==> config.mk <==
export PLATFORM = sky130hd
export DESIGN_NAME = pll_counter_core
export DESIGN_NICKNAME = d
export VERILOG_FILES = /design/src/rtl/synth_div_pkg.sv /design/src/rtl/synth_ref_div.sv /design/src/rtl/synth_prescaler.sv /design/src/rtl/synth_swallow_ctrl.sv /design/src/rtl/synth_pfd.sv /design/src/rtl/pll_counter_core.sv
export SDC_FILE = /design/constraint.sdc
export NUM_CORES = 1
export LEC_CHECK = 0
export ABC_CLOCK_PERIOD_IN_PS = 8300
export BUFFER_PORTS_ARGS = -buffer_cell sky130_fd_sc_hd__buf_2
export CELL_PAD_IN_SITES_DETAIL_PLACEMENT = 1
export CELL_PAD_IN_SITES_GLOBAL_PLACEMENT = 1
export CORE_MARGIN = 2
export CORE_UTILIZATION = 50
export CTS_CLUSTER_SIZE = 20
export DETAILED_ROUTE_END_ITERATION = 7
export PLACE_DENSITY_LB_ADDON = 0.1
export SYNTH_ARGS = -nofsm -noshare
export SYNTH_HDL_FRONTEND = slang
export SYNTH_HIERARCHICAL = 1
export SYNTH_SLANG_ARGS = --single-unit
==> constraint.sdc <==
create_clock -name clk -period 8.3 [get_ports clk]
set_input_delay 1.245 -clock clk [delete_from_list [all_inputs] [get_ports clk]]
set_output_delay 1.245 -clock clk [all_outputs]
set_load 0.01 [all_outputs]
==> src/rtl/synth_div_pkg.sv <==
package synth_div_pkg;

  localparam int B_WIDTH = 11;
  localparam int A_WIDTH = 7;

  // Reference ratio field width follows the prescaler modulus.
  function automatic int ref_width(input int p);
    return (p == 64) ? 12 : 10;
  endfunction

  // Prescaler phase counter must hold the value P.
  function automatic int pre_width(input int p);
    return $clog2(p + 1);
  endfunction

  // Oscillator ticks per main-divider cycle.
  function automatic int total_ratio(input int p, input int b, input int a);
    return p * b + a;
  endfunction

  // Ratio rule check: B and R at least 2, A below B and at most P-2.
  function automatic logic cfg_bad(input int p, input int b, input int a,
                                   input int r);
    return (b < 2) || (r < 2) || (a >= b) || (a > p - 2);
  endfunction

endpackage

==> src/rtl/synth_ref_div.sv <==
module synth_ref_div #(
  parameter int R_W = 10
) (
  input  logic           clk,
  input  logic           rst_n,
  input  logic           run,
  input  logic           tick,
  input  logic [R_W-1:0] r_in,
  output logic           edge_o
);

  logic [R_W-1:0] remain;
  logic           at_end;

  assign at_end = (remain <= R_W'(1));
  assign edge_o = run && tick && at_end;

  always_ff @(posedge clk or negedge rst_n) begin
    if (!rst_n) begin
      remain <= '0;
    end else if (!run) begin
      remain <= '0;
    end else if (tick) begin
      remain <= at_end ? r_in : remain - 1'b1;
    end
  end


  ref_hold_chk: assert property (@(posedge clk) disable iff (!rst_n)
    (run && !tick) |=> (!run || $stable(remain)));

endmodule

==> src/rtl/synth_prescaler.sv <==
module synth_prescaler #(
  parameter int MOD_P = 16,
  parameter int PRE_W = 5
) (
  input  logic clk,
  input  logic rst_n,
  input  logic run,
  input  logic tick,
  input  logic reload,
  input  logic long_cyc,
  output logic wrap
);

  logic [PRE_W-1:0] phase;

  assign wrap = run && tick && (phase == '0);

  always_ff @(posedge clk or negedge rst_n) begin
    if (!rst_n) begin
      phase <= '0;
    end else if (!run) begin
      phase <= '0;
    end else if (tick) begin
      if (reload) begin
        phase <= long_cyc ? PRE_W'(MOD_P) : PRE_W'(MOD_P - 1);
      end else if (phase != '0) begin
        phase <= phase - 1'b1;
      end
    end
  end


  phase_range_chk: assert property (@(posedge clk) disable iff (!rst_n)
    phase <= PRE_W'(MOD_P));

endmodule

==> src/rtl/synth_swallow_ctrl.sv <==
module synth_swallow_ctrl #(
  parameter int B_W = 11,
  parameter int A_W = 7
) (
  input  logic           clk,
  input  logic           rst_n,
  input  logic           run,
  input  logic           tick,
  input  logic           pre_wrap,
  input  logic [A_W-1:0] a_in,
  input  logic [B_W-1:0] b_in,
  output logic           reload,
  output logic           long_cyc,
  output logic           main_edge,
  output logic           primed,
  output logic [A_W-1:0] ld_a,
  output logic [B_W-1:0] ld_b
);

  logic [A_W-1:0] a_left;
  logic [B_W-1:0] b_left;
  logic [A_W-1:0] a_nxt;
  logic [B_W-1:0] b_nxt;
  logic           empty;
  logic           step;

  assign empty     = (b_left == '0);
  assign primed    = !empty;
  assign step      = run && tick && (empty || pre_wrap);
  assign a_nxt     = (a_left != '0) ? a_left - 1'b1 : '0;
  assign b_nxt     = b_left - 1'b1;
  assign main_edge = step && (empty || (b_nxt == '0));
  assign long_cyc  = main_edge ? (a_in != '0) : (a_nxt != '0);
  assign reload    = step;

  always_ff @(posedge clk or negedge rst_n) begin
    if (!rst_n) begin
      a_left <= '0;
      b_left <= '0;
      ld_a   <= '0;
      ld_b   <= '0;
    end else if (!run) begin
      a_left <= '0;
      b_left <= '0;
      ld_a   <= '0;
      ld_b   <= '0;
    end else if (main_edge) begin
      a_left <= a_in;
      b_left <= b_in;
      ld_a   <= a_in;
      ld_b   <= b_in;
    end else if (step) begin
      a_left <= a_nxt;
      b_left <= b_nxt;
    end
  end


  swallow_hold_chk: assert property (@(posedge clk) disable iff (!rst_n)
    (run && !tick) |=> (!run || ($stable(a_left) && $stable(b_left))));


  cfg_latch_chk: assert property (@(posedge clk) disable iff (!rst_n)
    (run && !main_edge) |=> (!run || ($stable(ld_a) && $stable(ld_b))));

endmodule

==> src/rtl/synth_pfd.sv <==
module synth_pfd (
  input  logic clk,
  input  logic rst_n,
  input  logic run,
  input  logic div_edge,
  input  logic ref_edge,
  output logic up,
  output logic dn
);

  logic up_set;
  logic dn_set;
  logic both;

  assign up_set = up | div_edge;
  assign dn_set = dn | ref_edge;
  assign both   = up_set & dn_set;

  always_ff @(posedge clk or negedge rst_n) begin
    if (!rst_n) begin
      up <= 1'b0;
      dn <= 1'b0;
    end else if (!run) begin
      up <= 1'b0;
      dn <= 1'b0;
    end else begin
      up <= up_set & ~both;
      dn <= dn_set & ~both;
    end
  end


  up_rise_chk: assert property (@(posedge clk) disable iff (!rst_n)
    $rose(up) |-> $past(div_edge));


  dn_rise_chk: assert property (@(posedge clk) disable iff (!rst_n)
    $rose(dn) |-> $past(ref_edge));


  no_overlap_chk: assert property (@(posedge clk) disable iff (!rst_n)
    !(up && dn));


  sleep_quiet_chk: assert property (@(posedge clk) disable iff (!rst_n)
    !run |=> (!up && !dn));

endmodule

==> src/rtl/pll_counter_core.sv <==
module pll_counter_core
  import synth_div_pkg::*;
#(
  parameter int MOD_P = 16,
  parameter int B_W   = B_WIDTH,
  parameter int A_W   = A_WIDTH,
  parameter int R_W   = ref_width(MOD_P)
) (
  input  logic           clk,
  input  logic           rst_n,
  input  logic           wake,
  input  logic           ref_tick,
  input  logic           osc_tick,
  input  logic [B_W-1:0] main_b,
  input  logic [A_W-1:0] main_a,
  input  logic [R_W-1:0] ref_r,
  output logic           cfg_err,
  output logic           ref_pulse,
  output logic           main_pulse,
  output logic           pump_up,
  output logic           pump_dn
);

  localparam int PRE_W = pre_width(MOD_P);

  logic           ref_edge_w;
  logic           main_edge_w;
  logic           pre_wrap_w;
  logic           pre_reload_w;
  logic           long_cyc_w;
  logic           primed_w;
  logic [A_W-1:0] ld_a_w;
  logic [B_W-1:0] ld_b_w;

  assign cfg_err = cfg_bad(MOD_P, int'(main_b), int'(main_a), int'(ref_r));

  synth_ref_div #(.R_W(R_W)) u_ref (
    .clk    (clk),
    .rst_n  (rst_n),
    .run    (wake),
    .tick   (ref_tick),
    .r_in   (ref_r),
    .edge_o (ref_edge_w)
  );

  synth_prescaler #(.MOD_P(MOD_P), .PRE_W(PRE_W)) u_pre (
    .clk      (clk),
    .rst_n    (rst_n),
    .run      (wake),
    .tick     (osc_tick),
    .reload   (pre_reload_w),
    .long_cyc (long_cyc_w),
    .wrap     (pre_wrap_w)
  );

  synth_swallow_ctrl #(.B_W(B_W), .A_W(A_W)) u_swl (
    .clk       (clk),
    .rst_n     (rst_n),
    .run       (wake),
    .tick      (osc_tick),
    .pre_wrap  (pre_wrap_w),
    .a_in      (main_a),
    .b_in      (main_b),
    .reload    (pre_reload_w),
    .long_cyc  (long_cyc_w),
    .main_edge (main_edge_w),
    .primed    (primed_w),
    .ld_a      (ld_a_w),
    .ld_b      (ld_b_w)
  );

  synth_pfd u_pfd (
    .clk      (clk),
    .rst_n    (rst_n),
    .run      (wake),
    .div_edge (main_edge_w),
    .ref_edge (ref_edge_w),
    .up       (pump_up),
    .dn       (pump_dn)
  );

  always_ff @(posedge clk or negedge rst_n) begin
    if (!rst_n) begin
      ref_pulse  <= 1'b0;
      main_pulse <= 1'b0;
    end else if (!wake) begin
      ref_pulse  <= 1'b0;
      main_pulse <= 1'b0;
    end else begin
      ref_pulse  <= ref_edge_w;
      main_pulse <= main_edge_w;
    end
  end

  // Tick count since the previous main edge, for the ratio check.
  logic [31:0] osc_since;
  always_ff @(posedge clk or negedge rst_n) begin
    if (!rst_n) begin
      osc_since <= '0;
    end else if (!wake || main_edge_w) begin
      osc_since <= '0;
    end else if (osc_tick) begin
      osc_since <= osc_since + 32'd1;
    end
  end


  main_ratio_chk: assert property (@(posedge clk) disable iff (!rst_n)
    (main_edge_w && primed_w && (ld_b_w >= B_W'(2)) && (A_W'(ld_a_w) < ld_b_w[A_W-1:0] || ld_b_w >= B_W'(1 << A_W)))
      |-> (int'(osc_since) + 1 == total_ratio(MOD_P, int'(ld_b_w), int'(ld_a_w))));

endmodule

==> results of run 1 <==
## power by group through the flow
stage	Combinational [mW]	Clock, mW	Sequential (mW)
final	0.782	0.167	0.333
after global routing	0.868	0.180	0.344
after CTS	0.777	0.168	0.330
after detailed placement	0.769	0	0.332
after global placement	0.743	0	0.328
after floorplan	0.624	0	0.308
## worst max-delay path, delay by kind of cell
family | cells | cell delay (ns)
compound gates | 4 | 0.91
simple gates | 7 | 1.27
buf+inv | 2 | 0.74
## metrics by stage
| step | setup WS (ns) | hold WS (ns) |
|---|---|---|
| after floorplan | 4.887 | 0.4844 |
| after global placement | 4.231 | 0.4724 |
| after detailed placement | 4.050 | 0.4829 |
| after CTS | 4.366 | 0.4955 |
| after global routing | 3.978 | 0.5092 |
| final | 4.312 | 0.4869 |
## routing by layer
| metal | vias up | GRT usage | routed length (um) |
|---|---|---|---|
| met2 | 91 | 0.5000 | 4489 |
| met5 | - | 0.01667 | 0 |
| li1 | 1371 | - | - |
| met1 | 1473 | 0.3822 | 3925 |
| met3 | 24 | 0.06000 | 479 |
| met4 | 0 | 0.1102 | 211 |
## final cells by class
type | count | area (um2) | area share
Clock buffer | 5 | 68.82 | 0.02100
Clock inverter | 3 | 46.29 | 0.01413
Inverter | 25 | 93.84 | 0.02864
Multi-Input combinational cell | 271 | 1863 | 0.5685
Sequential cell | 37 | 925.9 | 0.2826
Tap cell | 75 | 93.84 | 0.02864
Timing Repair Buffer | 37 | 185.2 | 0.05651
## state kept, by name, summed over array words and instances (netlist names)
signal	flops
ref_pulse	1
u_ref/remain	10
u_swl/b_left	11
u_swl/a_left	7
u_pfd/dn	1
u_pfd/up	1
main_pulse	1
u_pre/phase	5
## worst paths after layout
path | end | from | cells past startpoint
worst min-delay path | u_pfd/dn | u_pfd/up | 1
worst min register to register | u_pfd/dn | u_pfd/up | 1
worst max-delay path | u_pre/phase[2] | wake | 13
min in group asynchronous | u_swl/b_left[8] | rst_n | 1
max in group asynchronous | u_swl/a_left[2] | rst_n | 1
worst max register to register | u_pre/phase[2] | u_pre/phase[0] | 14
==> summary.md, run 1 <==
| Metric | Value |
|---|---|
| Post-CTS setup buffer count | 0 |
| Placed Instances | ~450 |
| P_sw | approximately 0.64 mW |
| Most frequent cells in the layout | buf_2 (37), dfrtp_1 (37), nand2_1 (35) |
| Sum Neg Setup Slack | 0 ns |
| Final setup viols | 0 |
| N_diodes | 0 |
| Total GRT Usage | 0.2996 |
| Final hold violation count | 0 |
| Initial antenna violation count | 0 |
| Initial core utilization | 0.5105 |
| Clock Path Buffers | 2 |
| Synth Warn # | 6 |
| Placer Congestion | between 0.8 and 0.9 |
| Critical-path cell with the highest stage delay | buf_2 |
| Pwr Density | 391.2 mW/mm2 |
| Clk_lat worst skew | 0.31 ns |
| DR vias/cell | around 6.5 |
| Clock Power Share | 0.130 |
| HP Class | reg -> reg |
| Residual DRC | 0 |
| Root buffer cell | clkbuf_8 |
| Final Instance Area | roughly 0.0033 mm2 |
| Int Power | 0.6453 mW |
| First-pass GRT wire length | between 10000 and 15000 um |
| Worst-path clk slew | roughly 0.09 ns |
| Largest driver fanout on the critical path | 35 |
| Pwr Total | roughly 1.3 mW |
| Pleak | 1.492 nW |
| Die Area | approximately 0.0066 mm2 |
| Core area | 0.005816 mm2 |
| Status | finished clean |
| CTS tree | yes |
| Fmax | ~250 MHz |
| Worst R2R Setup Slack | 4.68 ns |
| WL per Instance | slightly above 20 um |
| CP Class | in -> reg |
| Critical Path RT | 8.49 ns |
| Mapped cell area | 0.002969 mm2 |
| Layout Nets | between 400 and 500 |
| Die Height | 81.06 um |
| Min Tclk post-route | approximately 4 ns |
| 1st-iter DRT viols | ~160 |
| Slew margin rel. | 0.3802 |
| Fill count | 752 |
| Hold-fix buffers, CTS | 0 |
| Drt pass-1 iters | 4 |
| Final Max Tran Viols | 0 |
| Max-cap violation count | 0 |
| Clock skew | 0.01272 ns |
| Average cell area after synthesis | between 8 and 9 um2 |
| Synth Instances | about 350 |
| Setup crit start kind | primary input |
| Peak VDD IR | 172.4 uV |
| H-tree depth | 2 |
| Largest net degree at the start of global routing | 38 |
| Clk sinks | 37 |
| Combinational Power Share | 0.610 |
| CTS Buf Count | 5 |
| RSZ-0062 raised after global routing | no |
| Worst-Margin Slew | ~0.93 ns |
| Area Growth Syn to Fin | 10.37% |
| IO Port Bufs | 37 |
| Post_cts resized | 0 |
| Row cnt | 28 |
| Most frequent CP cell | nand2_1 |
| Sequence of cells on the critical path | buf_2 > nand2_1 > nor2_1 > nand2_1 > nand2_2 > nand2_1 > inv_2 > a31o_2 > nor4_1 > a31oi_1 > nand2_1 > a31oi_1 > o22ai_1 |
| Io pins | 38 |
| Final Instance Count excl. Fillers | about 450 |
| Fin crit share | 0.4805 |
| Share of layout cells above drive strength 1 | 0.1931 |
| Syn Nets | between 300 and 400 |
| Final Util | 0.5635 |
| DR vias | 2959 |
| Switching share of power | 0.4967 |
| Die width | between 80 and 90 um |
| DRT antenna net count | 0 |
| Crit path arrival time | approximately 4.2 ns |
| Number of global-route vias before repair | approximately 3k |
| CP peak stage delay | 0.48 ns |
| Grt total ovfl | 0 |
| Crit end category | flop |
| DPL Wire Length | about 6800 um |
| DP Area | about 0.0032 mm2 |
| Sequential power share | 0.259 |
| Final wirelength | about 9100 um |
Power figures use the tool's default switching activity.
==> inputs of run 2 (changes only) <==
Settings changed: ABC_CLOCK_PERIOD_IN_PS 8300 to 3300, CORE_UTILIZATION 50 to 42.
Clock period 8.3 ns to 3.3 ns, I/O delays scaled along.
==> summary.md, run 2 (synthesis gave the netlist of run 1 again) <==
| Metric | Value |
|---|---|
| Crit end category | flop |
| Clk_lat worst skew | 0.31 ns (about the same) |
| Root buffer cell | clkbuf_8 |
| Die Height | 88.08 um (+8.7%) |
| CTS tree | yes |
| Placed Instances | 474 (+6.5%) |
| Setup crit start kind | flop |
| Crit path arrival time | 3.24 ns (-0.94 ns) |
| Most frequent cells in the layout | buf_2 (37), dfrtp_1 (37), nand2_1 (35) |
| Total GRT Usage | 0.2520 (-0.04760) |
| Initial core utilization | 0.4346 (-0.07593) |
| Final setup viols | 0 (unchanged) |
| Max-cap violation count | 0 (unchanged) |
| Worst-Margin Slew | 0.9067 ns (-0.01987 ns) |
| Initial antenna violation count | 0 (unchanged) |
| Core area | 0.006832 mm2 (+17%) |
| Largest regs | u_swl/b_left x11, u_ref/remain x10, u_swl/a_left x7 |
| Fin crit share | 0.9212 |
| Largest Register | u_swl/b_left |
| Area Growth Syn to Fin | 14.37% |
| Number of global-route vias before repair | 2894 (-3.2%) |
| Status | finished clean |
| Pwr Total | 3.403 mW (+170%) |
| WL per Instance | 19.17 um (-4.7%) |
| Drt pass-1 iters | 4 (unchanged) |
| Final hold violation count | 0 (unchanged) |
| DR vias | 2889 (-2.4%) |
| DPL Wire Length | 6933 um (+2.5%) |
| Sequence of cells on the critical path | inv_1 > ha_1 > or4b_4 > nor2_1 > nand2_1 > nand2_2 > nand2_1 > inv_4 > a31o_2 > nor4_1 > a31oi_1 > nand2_1 > a31oi_1 > o22ai_1 |
| H-tree depth | 2 (unchanged) |
| Grt total ovfl | 0 (unchanged) |
| Share of layout cells above drive strength 1 | 0.2119 (+0.01876) |
| 1st-iter DRT viols | 118 (-26%) |
| Critical Path RT | 3.50 ns (-4.99 ns) |
| First-pass GRT wire length | 14940 um (+0.14%) |
| HP Class | in -> async |
| CP Class | reg -> reg |
| CP peak stage delay | 0.51 ns (+0.03 ns) |
| Fmax | about 330 MHz |
| Residual DRC | 0 (unchanged) |
| Peak VDD IR | 389.5 uV (+130%) |
| Clock skew | 0.008898 ns (-0.003820 ns) |
| Most frequent CP cell | nand2_1 |
| Die width | 88.08 um (+8.7%) |
| Min Tclk post-route | 3.040 ns |
| Row cnt | 30 (+7.1%) |
| Final wirelength | 9258 um (+1.7%) |
| DRT antenna net count | 0 (unchanged) |
| Layout Nets | 434 (+2.1%) |
| Placer Congestion | 0.8917 (+3.4%) |
| Hold-fix buffers, CTS | 0 (unchanged) |
| Io pins | 38 (unchanged) |
| Clk sinks | 37 (unchanged) |
| N_diodes | 0 (unchanged) |
| Final Instance Count excl. Fillers | 483 (+6.6%) |
| Largest net degree at the start of global routing | 38 (unchanged) |
| Critical-path cell with the highest stage delay | or4b_4 |
| Final Max Tran Viols | 0 (unchanged) |
| Slew margin rel. | 0.3955 (+0.01536) |
| Largest driver fanout on the critical path | 12 (-66%) |
| CTS Buf Count | 5 (unchanged) |
| Die Area | 0.007758 mm2 (+18%) |
| Pleak | 1.550 nW (+3.9%) |
| Pwr Density | 1002 mW/mm2 (+160%) |
| IO Port Bufs | 37 (unchanged) |
| DR vias/cell | 5.981 (-8.4%) |
| Max reg flops | 11 (unchanged) |
| Worst-path clk slew | 0.09 ns (about the same) |
| Clock Path Buffers | 2 (unchanged) |
-- run 2: path summary, 6_finish.rpt --
path / slack, ns / startpoint / cells past startpoint / end
worst max-delay path: 0.26 / u_pre/phase[0] / 14 / u_pre/phase[2]
worst min-delay path: 0.30 / rst_n / 1 / u_swl/b_left[3]
worst max register to register: 0.26 / u_pre/phase[0] / 14 / u_pre/phase[2]
worst min register to register: 0.50 / u_pfd/up / 1 / u_pfd/dn
max in group asynchronous: 2.42 / rst_n / 1 / u_ref/remain[0]
min in group clk: 0.45 / ref_r[1] / 3 / u_ref/remain[1]
-- run 2: final cells by class --
type	instances	area, um2
fillers	860	3436
clock inverters	3	68.82
multi-input cells	271	1863
clock buffers	5	68.82
repair buffers	46	252.7
well taps	96	120.1
inverters	25	96.34
flip-flops and latches	37	925.9
-- run 2: repair_timing --
action	4_1_cts	5_1_grt
buffers inserted	0	1
gates resized for setup	0	1
setup endpoints to repair	0	2
-- run 2: power by group --
part | switching [mW] | internal (mW)
Combinational | 1.20 | 0.869
Clock | 0.198 | 0.305
Sequential | 0.227 | 0.608
-- run 2: critical path, delay by kind of cell, from the launching register on --
| family | cells | cell delay, ns |
|---|---|---|
| AO/OA/AOI/OAI | 4 | 0.77 |
| AND/OR/NAND/NOR | 7 | 1.22 |
| adder cells (fa/ha/maj) | 1 | 0.24 |
| buffers and inverters | 2 | 0.26 |
| flip-flops | 1 | 0.43 |
-- run 2: metal layers --
metal	global-route usage	share of wire
met5	0	0
met4	0.06612	0.011
met3	0.03393	0.036
met2	0.4208	0.48
met1	0.3447	0.47
-- run 2: per-stage QoR --
stage	worst slack, ns	TNS, ns	area (um2)	utilization	hold slack (ns)
after floorplan	0.6133	0	2969	-	0.1994
after global placement	0.4134	0	3248	0.4755	0.4552
after detailed placement	0.3027	0	3248	0.4755	0.4899
after CTS	0.2711	0	3386	0.4956	0.3464
after global routing	-0.001588	-0.001588	3396	0.4971	0.3750
final	0.2599	0	3396	0.4971	0.3050
==> inputs of run 3 (changes only) <==
Settings changed: ABC_AREA from default to 1, CORE_UTILIZATION 42 to 40, SLEW_MARGIN from default to 20.
==> summary.md, run 3 <==
| Metric | Value |
|---|---|
| Fill count | 1157 (+35%) |
| Die width | 96.80 um (+9.9%) |
| Clock skew | 0.006822 ns (-0.002076 ns) |
| WL per Instance | 14.99 um (-22%) |
| Most common cell after layout, fill and taps aside | nand2_1 |
| Core area | 0.008299 mm2 (+21%) |
| Initial antenna violation count | 0 (unchanged) |
| Root buffer cell | clkbuf_8 |
| Layout Nets | 606 (+40%) |
| Clk_lat worst skew | 0.30 ns (about the same) |
| Residual DRC | 0 (unchanged) |
| R2R Path Start | u_swl/b_left[1] |
| Most frequent CP cell | nand2_1 |
| Most frequent cells in the layout | nand2_1 (160), inv_1 (86), nor2_1 (60) |
| Max-cap violation count | 0 (unchanged) |
| 1st-iter DRT viols | 83 (-30%) |
| Largest regs | u_swl/b_left x11, u_ref/remain x10, u_swl/a_left x7 |
| Final Max Tran Viols | 0 (unchanged) |
| Die Area | 0.009369 mm2 (+21%) |
| CP delay by family, top | simple AND/OR/NAND/NOR gates |
| Worst R2R Setup Slack | 0.73 ns (+0.47 ns) |
| Largest Register | u_swl/b_left |
| Placer Congestion | 0.8150 (-8.6%) |
| Clock Path Buffers | 2 (unchanged) |
| Peak VDD IR | 326.2 uV (-16%) |
| Synth Warn # | 6 (unchanged) |
| Fin crit share | 0.7785 (-0.1427) |
| Worst-path clk slew | 0.08 ns (about the same) |
| DPL Wire Length | 7877 um (+14%) |
| Initial core utilization | 0.4150 (-0.01957) |
| Number of global-route vias before repair | 3563 (+23%) |
| Largest driver fanout on the critical path | 5 (-7) |
| Mapped cell area | 0.003445 mm2 (+16%) |
| Share of layout cells above drive strength 1 | 0.1986 (-0.01332) |
| Syn Nets | 570 (+44%) |
| Post_cts resized | 0 (unchanged) |
| Hold-fix buffers, CTS | 0 (unchanged) |
| Grt total ovfl | 0 (unchanged) |
| IO Port Bufs | 37 (unchanged) |
| H-tree depth | 2 (unchanged) |
| CP peak stage delay | 0.43 ns (-0.08 ns) |
| Pleak | 2.097 nW (+35%) |
| Max reg flops | 11 (unchanged) |
| Worst-Margin Slew | 0.9214 ns (+0.01473 ns) |
| Setup crit start kind | flop |
| Die Height | 96.80 um (+9.9%) |
| Placed Instances | 656 (+38%) |
| Row cnt | 33 (+10%) |
| DR vias/cell | 5.113 (-15%) |
| Reg-to-Reg End | u_pre/phase[3] |
| Min Tclk post-route | 2.569 ns (-0.4711 ns) |
| Sequence of cells on the critical path | inv_1 > ha_1 > nand2_2 > nor2_4 > nand2_1 > nand2_1 > nand2_2 > nor2_4 > nand3_4 > a21oi_2 > nor2_1 > a21oi_1 > nand2_1 > inv_1 > nor2_4 > nand2_1 > inv_1 > nand2_1 > nand2_1 |
| Crit path arrival time | 2.76 ns (-0.48 ns) |
| Path depth of the worst reg2reg path | 19 (+5) |
| Status | finished clean |
| First-pass GRT wire length | 17160 um (+15%) |
| DRT antenna net count | 0 (unchanged) |
| Io pins | 38 (unchanged) |
| Post-CTS setup buffer count | 0 (unchanged) |
| Area Growth Syn to Fin | 10.43% |
| Drt pass-1 iters | 5 (+1) |
| CP startpoint | u_swl/b_left[1] |
| Clk sinks | 37 (unchanged) |
| Synth Instances | 522 (+50%) |
| CTS Buf Count | 5 (unchanged) |
| Sum Neg Setup Slack | 0 ns (unchanged) |
| Slew margin rel. | 0.3857 (-0.009821) |
| DR vias | 3395 (+18%) |
| CTS tree | yes |
| Pwr Density | 703.7 mW/mm2 (-30%) |
| Fmax | 389.2 MHz (+18%) |
| RSZ-0062 raised after global routing | no |
| Final Instance Count excl. Fillers | 664 (+37%) |
| Critical Path RT | 3.50 ns (about the same) |
| Crit end category | flop |
| Final wirelength | 9954 um (+7.5%) |
| N_diodes | 0 (unchanged) |
| CP Class | reg -> reg |
| Final setup viols | 0 (unchanged) |
| Final hold violation count | 0 (unchanged) |
| Total GRT Usage | 0.2246 (-0.02738) |
| HP Class | in -> async |
| Critical-path cell with the highest stage delay | dfrtp_1 |
| Largest net degree at the start of global routing | 38 (unchanged) |
| Buffers plus inverters on the worst setup path | 3 (+1) |
| Average cell area after synthesis | 6.599 um2 (-22%) |
[run 3: worst max-delay path by stage]
stage / to / slack (ns) / depth (start not counted)
6_report: u_pre/phase[3] / 0.73 / 19
3_5_place_dp: u_pre/phase[3] / 0.76 / 19
3_3_place_gp: u_pre/phase[3] / 0.89 / 18
2_1_floorplan: u_pre/phase[3] / 1.08 / 18
5_1_grt: u_pre/phase[3] / 0.46 / 16
4_1_cts: u_pre/phase[3] / 0.73 / 19
[run 3: layout make-up]
| class | instances | area (um2) | share of cell area |
|---|---|---|---|
| clock buffer | 7 | 86.33 | 0.02270 |
| clock inverter | 1 | 30.03 | 0.007895 |
| inverter | 89 | 339.1 | 0.08914 |
| multi-input combinational | 386 | 2091 | 0.5497 |
| sequential | 37 | 925.9 | 0.2434 |
| tap | 105 | 131.4 | 0.03454 |
| timing repair buffer | 39 | 200.2 | 0.05263 |
[run 3: stage by stage]
step	setup slack (ns)	utilization	total power [mW]	instance area, um2	hold WS (ns)
finish	0.7309	0.4583	2.677	3804	0.3257
global placement	0.8943	0.4443	2.195	3687	0.4916
detailed placement	0.7563	0.4443	2.271	3687	0.5130
CTS	0.7271	0.4583	2.715	3804	0.3550
global route	0.4605	0.4583	2.957	3804	0.3932
floorplan	1.084	-	1.890	3445	0.1994
[run 3: per-layer routing]
metal / wire length [um] / global-route usage / vias to the layer above
met5: 0 / 0 / -
met2: 4863 / 0.3921 / 52
met1: 4623 / 0.2932 / 1648
li1: - / - / 1684
met3: 324 / 0.02890 / 11
met4: 142 / 0.05850 / 0
[run 3: worst reg2reg max path, delay by kind of cell, from the launching register on]
kind / cells / cell delay, ns
AOI/OAI and AO/OA: 2 / 0.42
adders and majority gates: 1 / 0.25
buffers and inverters: 3 / 0.29
DFF: 1 / 0.43
and+or+nand+nor: 13 / 1.08
[run 3: power breakdown]
part | internal (mW) | total (mW) | switching [mW]
logic | 0.540 | 1.53 | 0.988
clock network | 0.247 | 0.423 | 0.176
registers | 0.574 | 0.726 | 0.152
total | 1.36 | 2.68 | 1.32
